--- config.mk ---
export PLATFORM = sky130hd
export DESIGN_NAME = rx_addr_filter
export DESIGN_NICKNAME = d
export VERILOG_FILES = /design/src/rtl/rxaf_pkg.sv /design/src/rtl/rxaf_mode_reg.sv /design/src/rtl/rxaf_judge.sv /design/src/rtl/rxaf_out_stage.sv /design/src/rtl/rx_addr_filter.sv
export SDC_FILE = /design/constraint.sdc
export NUM_CORES = 1
export LEC_CHECK = 0
export BUFFER_PORTS_ARGS = -buffer_cell sky130_fd_sc_hd__clkbuf_2
export CORE_UTILIZATION = 30
export CTS_BUF_LIST = sky130_fd_sc_hd__clkbuf_4
export CTS_CLUSTER_DIAMETER = 40
export CTS_CLUSTER_SIZE = 14
export DETAILED_ROUTE_END_ITERATION = 10
export PLACE_DENSITY = 0.77
export SLEW_MARGIN = 20
export SYNTH_ARGS = -nofsm -noshare
export SYNTH_HDL_FRONTEND = slang
export SYNTH_SLANG_ARGS = --single-unit
--- constraint.sdc ---
create_clock -name clk -period 1.24 [get_ports clk]
set_clock_uncertainty 0.2 [all_clocks]
set_input_delay 0 -clock clk [delete_from_list [all_inputs] [get_ports clk]]
set_output_delay 0 -clock clk [all_outputs]
set_load 0.05 [all_outputs]
--- src/rtl/rxaf_pkg.sv ---
package rxaf_pkg;

    localparam int CHAR_W = 9;

    typedef enum logic [1:0] {
        LEN_7  = 2'b00,
        LEN_8  = 2'b01,
        LEN_9  = 2'b10,
        LEN_9B = 2'b11
    } char_len_e;

    typedef struct packed {
        logic [CHAR_W-1:0] data;
        logic              ferr;
    } rx_char_t;

    // index of the marker bit for a given character length
    function automatic int marker_index(input char_len_e len);
        case (len)
            LEN_7:   return CHAR_W - 3;
            LEN_8:   return CHAR_W - 2;
            default: return CHAR_W - 1;
        endcase
    endfunction

    function automatic logic marker_bit(input char_len_e len,
                                        input logic [CHAR_W-1:0] data);
        return data[marker_index(len)];
    endfunction

endpackage

--- src/rtl/rxaf_mode_reg.sv ---
module rxaf_mode_reg #(
    parameter int CTL_W  = 32,
    parameter int EN_BIT = 2
) (
    input  logic             clk,
    input  logic             rst,
    input  logic             we,
    input  logic [CTL_W-1:0] wdata,
    output logic             mode
);
    logic ctl_unused;
    assign ctl_unused = ^wdata;

    always_ff @(posedge clk) begin
        if (rst)
            mode <= 1'b0;
        else if (we)
            mode <= wdata[EN_BIT];
    end
endmodule

--- src/rtl/rxaf_judge.sv ---
module rxaf_judge
    import rxaf_pkg::*;
(
    input  logic      mode,
    input  char_len_e len,
    input  logic      in_valid,
    input  rx_char_t  in_char,
    output logic      keep
);
    logic marker;

    always_comb begin
        marker = marker_bit(len, in_char.data);
        keep   = in_valid && (!mode || marker);
    end
endmodule

--- src/rtl/rxaf_out_stage.sv ---
module rxaf_out_stage
    import rxaf_pkg::*;
(
    input  logic     clk,
    input  logic     rst,
    input  logic     keep,
    input  rx_char_t in_char,
    output logic     out_valid,
    output rx_char_t out_char,
    output logic     irq
);
    always_ff @(posedge clk) begin
        if (rst) begin
            out_valid <= 1'b0;
            irq       <= 1'b0;
            out_char  <= '0;
        end else begin
            out_valid <= keep;
            irq       <= keep;
            if (keep)
                out_char <= in_char;
            else
                out_char.ferr <= 1'b0;
        end
    end
endmodule

--- src/rtl/rx_addr_filter.sv ---
module rx_addr_filter
    import rxaf_pkg::*;
#(
    parameter int CTL_W  = 32,
    parameter int EN_BIT = 2
) (
    input  logic              clk,
    input  logic              rst,
    input  logic [1:0]        cfg_len,
    input  logic              ctl_we,
    input  logic [CTL_W-1:0]  ctl_wdata,
    input  logic              in_valid,
    input  logic [CHAR_W-1:0] in_data,
    input  logic              in_frame_err,
    output logic              out_valid,
    output logic [CHAR_W-1:0] out_data,
    output logic              out_frame_err,
    output logic              rx_irq,
    output logic              addr_mode
);
    rx_char_t  cur_char;
    rx_char_t  fwd_char;
    char_len_e len_sel;
    logic      keep;

    assign cur_char = '{data: in_data, ferr: in_frame_err};
    assign len_sel  = char_len_e'(cfg_len);

    rxaf_mode_reg #(.CTL_W(CTL_W), .EN_BIT(EN_BIT)) u_mode (
        .clk   (clk),
        .rst   (rst),
        .we    (ctl_we),
        .wdata (ctl_wdata),
        .mode  (addr_mode)
    );

    rxaf_judge u_judge (
        .mode     (addr_mode),
        .len      (len_sel),
        .in_valid (in_valid),
        .in_char  (cur_char),
        .keep     (keep)
    );

    rxaf_out_stage u_out (
        .clk       (clk),
        .rst       (rst),
        .keep      (keep),
        .in_char   (cur_char),
        .out_valid (out_valid),
        .out_char  (fwd_char),
        .irq       (rx_irq)
    );

    assign out_data      = fwd_char.data;
    assign out_frame_err = fwd_char.ferr;
endmodule

Word level (Yosys, flattened, before mapping) --
Index checks and enable logic that the tools add are counted.
Operators by class: add/sub/neg operators 0, multiply operators 0, div/mod/pow operators 0, $lt $le $gt $ge 1, eq/ne operators 1, shifts and indexed selects 0, mux-type cells 4, bitwise logic cells 1, reductions and logical operators 5
Operators with widths (count):
- $pmux 4 s2 | 1
- $lt 4x5->1 const B | 1
- $bmux 1 s4 | 1
- $eq 2x1->1 const B | 1
- $logic_not 2->1 | 1
- $mux 1 | 2
- $reduce_or 2->1 | 1
- $logic_and 1x1->1 | 1
- $logic_not 1->1 | 1
- $logic_or 1x1->1 | 1
- $not 1->1 | 1
Word-level totals: flip-flop bits (word level) 12, latch bits 0, memory bits (writable) 0, ROM bits 0, input port bits 48, output and inout port bits 13, logic and storage cells 16, memories kept 0

Depth between registers and ports, before layout --
depth after elaboration 9, gate-level depth with buffers 4, depth with buffers taken out 3

By module --
Synthesis repeated with hierarchy kept, for this count alone.
Unflattened totals: cells, all modules 41, area total of the unflattened synthesis 454.2 µm²
By module, submodules not included:
- rxaf_out_stage | times used 1, cells an instance 34, area each 387.9 µm², sequential area each 220.2 µm²
- rxaf_mode_reg | times used 1, cells an instance 3, area each 33.8 µm², sequential area each 20.0 µm²
- rxaf_judge | times used 1, cells an instance 4, area each 32.5 µm², sequential area each 0.0 µm²

Worst setup path after synthesis --
Ideal clock, no wire load.
path type register to register, start register u_mode.mode, end register u_out.irq, library setup time 0.122 ns, arrival 1.358 ns, data required time 0.918 ns, path slack -0.440 ns, cell stages (with the launch flop) 5, path buffers 1, clock period less this slack 1.680 ns, path through dfxtp_1 inv_1 o311a_1 buf_6 nor2b_1
Between the ends: word-level cells in the longest chain between the ends 3
RTL lines:
- start: declaration | RTL line rxaf_mode_reg.sv:9 | output logic mode
- start signal: assignment | RTL line rxaf_mode_reg.sv:18 | mode <= wdata[EN_BIT];
- $logic_not 1->1 | RTL line rxaf_judge.sv:14 | keep = in_valid && (!mode || marker);
- $logic_or 1x1->1 | RTL line rxaf_judge.sv:14
- $logic_and 1x1->1 | RTL line rxaf_judge.sv:14
- end signal: assignment | RTL line rxaf_out_stage.sv:19 | irq <= keep;
- end: declaration | RTL line rxaf_out_stage.sv:10 | output logic irq
Every way passes these cells. A chain may end at the register's enable or synchronous reset.

Worst setup path in the final report --
Same ends and word-level chain as after synthesis.

==> reports/qor.log <==
[detailed_routing] wirelength, routed 1.09 mm
[worst_setup_path] classification of the worst setup path reg2reg
[detailed_routing] DRC violations left 1
[floorplan] placeable core region 1580 um^2
[sta] crit path time final 1.29 ns
[worst_setup_path] top fanout value on the critical path 7
[pwr] post-layout total power 939 uW
[detailed_routing] antenna violation net count after detailed routing 0
[finish] final std cell area, no fill 908 um^2
[sta] share of the clock period used by the worst path after layout 1.04
[floorplan] standard-cell row count 14
[clock_network] setup fix buffers added after clock tree synthesis 0
[clock_network] clock-pin transition on the worst setup and hold timing paths 0.07 ns
[synth] Unique masters post-synth 13
[clock_network] TritonCTS clock tree built
[finish] final net count 148
[sta] Hold Violations, Final 0
[run_status] violations in the final reports DRC, setup timing
[finish] Antenna Diode Count 0
[worst_setup_path] arrival time at the worst endpoint 1.24 ns
[worst_setup_path] crit path max-delay cell type sky130_fd_sc_hd__dfxtp_4
[hold_path] kind of path behind the tightest hold check in2reg
[finish] layout cell share with drive strength beyond 1 0.414
[clock_network] number of buffers on the longest clock path 2
[worst_setup_path] kind of capture point of the worst setup path flop
[flow_run] Max Cap Viol 0
[synth] count of state elements after synthesis 12
[floorplan] die extent in y 44.2 um
[clock_network] # clock sinks 12
[grt] grt ovf 0
[place] DP HPWL 751 um
[sta] unrepaired setup endpoints after global routing true
[sta] number of slew-limit violations in the final report 0
[place] gp weighted congestion 0.627
[finish] count of filler cells inserted in the layout 141
[clock_network] Skew-Pair Late Insertion Delay 0.26 ns
[finish] Finished Layout Cells 115
[worst_setup_path] type of element launching the critical path flop
[finish] growth of design area from synthesis to finish 70.0%
[finish] final core area utilization 0.576
[grt] wire length of the first global-routing pass 1.71 mm
[run_status] run status complete, but fails checks
[grt] antenna violations before repair 0
[sta] count of endpoints failing setup in the final report 10
[detailed_routing] length of the first detailed-routing pass in iterations 9
[detailed_routing] drt wl/cell 9.46 um
[grt] largest net degree at the start of global routing 22
[synth] average cell area after synthesis 10.5 um^2
[floorplan] horizontal die dimension 44.2 um
[synth] Syn Nets 99
[worst_setup_path] crit-path cells inv_2, o311a_4, buf_12, nor2b_1
[detailed_routing] drt first-iter violations 5
[synth] proportion of synthesized chip area in sequential cells 0.450
[finish] multi-input logic area 275 um^2
[sta] achievable clock frequency 0.776 GHz
[worst_setup_path] Largest stage delay, worst path 0.36 ns
[pwr] worst vdd rail ir drop 0.352 mV
[finish] flip-flop and latch area 244 um^2
[sta] worst slack on hold paths 0.0304 ns
[grt] via count of the first global-routing pass 458
[floorplan] starting utilization of the core area 0.339
[synth] post-synth design cell area 534 um^2
[floorplan] number of top-level design ports 61
[detailed_routing] mean number of vias per cell 4.30
[sta] Worst Slack Setup Final -0.0479 ns
[pwr] Static Leak 0.447 nW
[pwr] power density over the cells 1030 nW/um^2
[detailed_routing] vias post-DR 495
[clock_network] TritonCTS buffer count 3
[place] placed cell count 97
[clock_network] library cell used as clock root buffer sky130_fd_sc_hd__clkbuf_4
[place] I/O Buffers 29
[sta] Slew @ Worst Pin 0.282 ns
[clock_network] H-tree Lvls 1
[worst_setup_path] endpoint required time on the critical path 1.19 ns
[place] Placement Cell Area 727 um^2
[synth] synthesized netlist cell count 51
[grt] GRT Overall Usage 0.118
[floorplan] die footprint 1950 um^2
[sta] headroom to the max-slew limit 0.813
[synth] yosys synthesis warning count 0
state kept, by name, indices dropped and copies added, names as in the netlist:
signal          cells
u_mode.mode         1
u_out.out_char     10
u_out.irq           1
cells in the mapped netlist, drive strengths merged:
master	instances	area, um^2
nand2b	18	113
dfxtp	12	240
mux2i	10	100
buf	2	18.8
clkbuf	2	7.51
and3b	1	8.76
inv	1	3.75
mux2	1	15.0
nand3b	1	7.51
nor2	1	3.75
nor2b	1	6.26
o311a	1	10.0
logic make-up (layout without fill, tap and decap cells):
group                  Yosys count  after routing  synth area share
and+or+nand+nor                 22             22             0.260
AOI/OAI and AO/OA                1              1            0.0187
DFF                             12             12             0.450
buffers and inverters            5             53            0.0562
muxes                           11             11             0.215
cell type report:
class	count	share of cell area
Sequential cell	12	0.269
Multi-Input combinational cell	34	0.303
Clock buffer	3	0.0248
Inverter	1	0.00413
Clock inverter	1	0.00413
Timing Repair Buffer	48	0.373
Tap cell	16	0.0220
where the power goes:
part           internal [mW]  total, mW  leakage (nW)  switching (mW)
clock network          0.116      0.239        0.0154           0.123
logic                  0.122      0.277         0.332           0.154
registers              0.410      0.423        0.0997          0.0129
total                  0.648      0.939         0.447           0.290
placed cells by master (no fill, tap or decap):
cell	Yosys	layout
sky130_fd_sc_hd__clkbuf_2	0	29
sky130_fd_sc_hd__nand2b_1	18	18
sky130_fd_sc_hd__dlygate4sd3_1	0	14
sky130_fd_sc_hd__dfxtp_1	12	11
sky130_fd_sc_hd__mux2i_1	10	10
sky130_fd_sc_hd__clkbuf_4	0	3
sky130_fd_sc_hd__buf_4	1	3
sky130_fd_sc_hd__inv_2	0	1
sky130_fd_sc_hd__mux2_4	1	1
sky130_fd_sc_hd__nand3b_1	1	1
sky130_fd_sc_hd__o311a_4	0	1
sky130_fd_sc_hd__nor2b_1	1	1
sky130_fd_sc_hd__and3b_1	1	1
sky130_fd_sc_hd__nor2_1	1	1
sky130_fd_sc_hd__clkinv_1	0	1
sky130_fd_sc_hd__buf_6	1	1
sky130_fd_sc_hd__buf_12	0	1
sky130_fd_sc_hd__dfxtp_4	0	1
per-stage QoR:
stage,setup TNS [ns],worst slack (ns)
after floorplan,-1.02,-0.116
after global placement,-1.36,-0.145
after detailed placement,-1.45,-0.155
after CTS,-0.352,-0.0479
after global routing,-0.520,-0.0684
final,-0.271,-0.0479
critical path: cells and delay by family, from the launching register on:
family          cells  cell delay (ns)
compound gates      1             0.33
buf+inv             2             0.18
flops               1             0.36
simple gates        1             0.12
metal layers:
metal | GRT usage | routed length (um) | part of all wire | up-vias
met5 | 0 | 0 | 0 | -
met4 | 0.0545 | 0 | 0 | 0
met3 | 0.0327 | 95 | 0.087 | 0
met2 | 0.215 | 497 | 0.46 | 20
met1 | 0.125 | 495 | 0.45 | 215
li1 | - | - | - | 260
worst paths after layout:
kind,from,endpoint,slack [ns],depth (start not counted)
min reg2reg,u_out.out_char[4]$_SDFFE_PP0P_,u_out.out_char[4]$_SDFFE_PP0P_,0.27,2
max reg2reg,u_mode.mode$_SDFFE_PP0P_,u_out.irq$_SDFF_PP0_,-0.05,4
min,cfg_len[1],u_out.out_char[0]$_SDFF_PP0_,0.03,3
max,u_mode.mode$_SDFFE_PP0P_,u_out.irq$_SDFF_PP0_,-0.05,4
repair_timing:
item | CTS | global route
resized for setup | 1 | 1
setup endpoints to repair | 10 | 10
endpoints found under the hold margin | 12 | 0
hold buffers | 14 | 0
(Power assumes the default switching activity.)
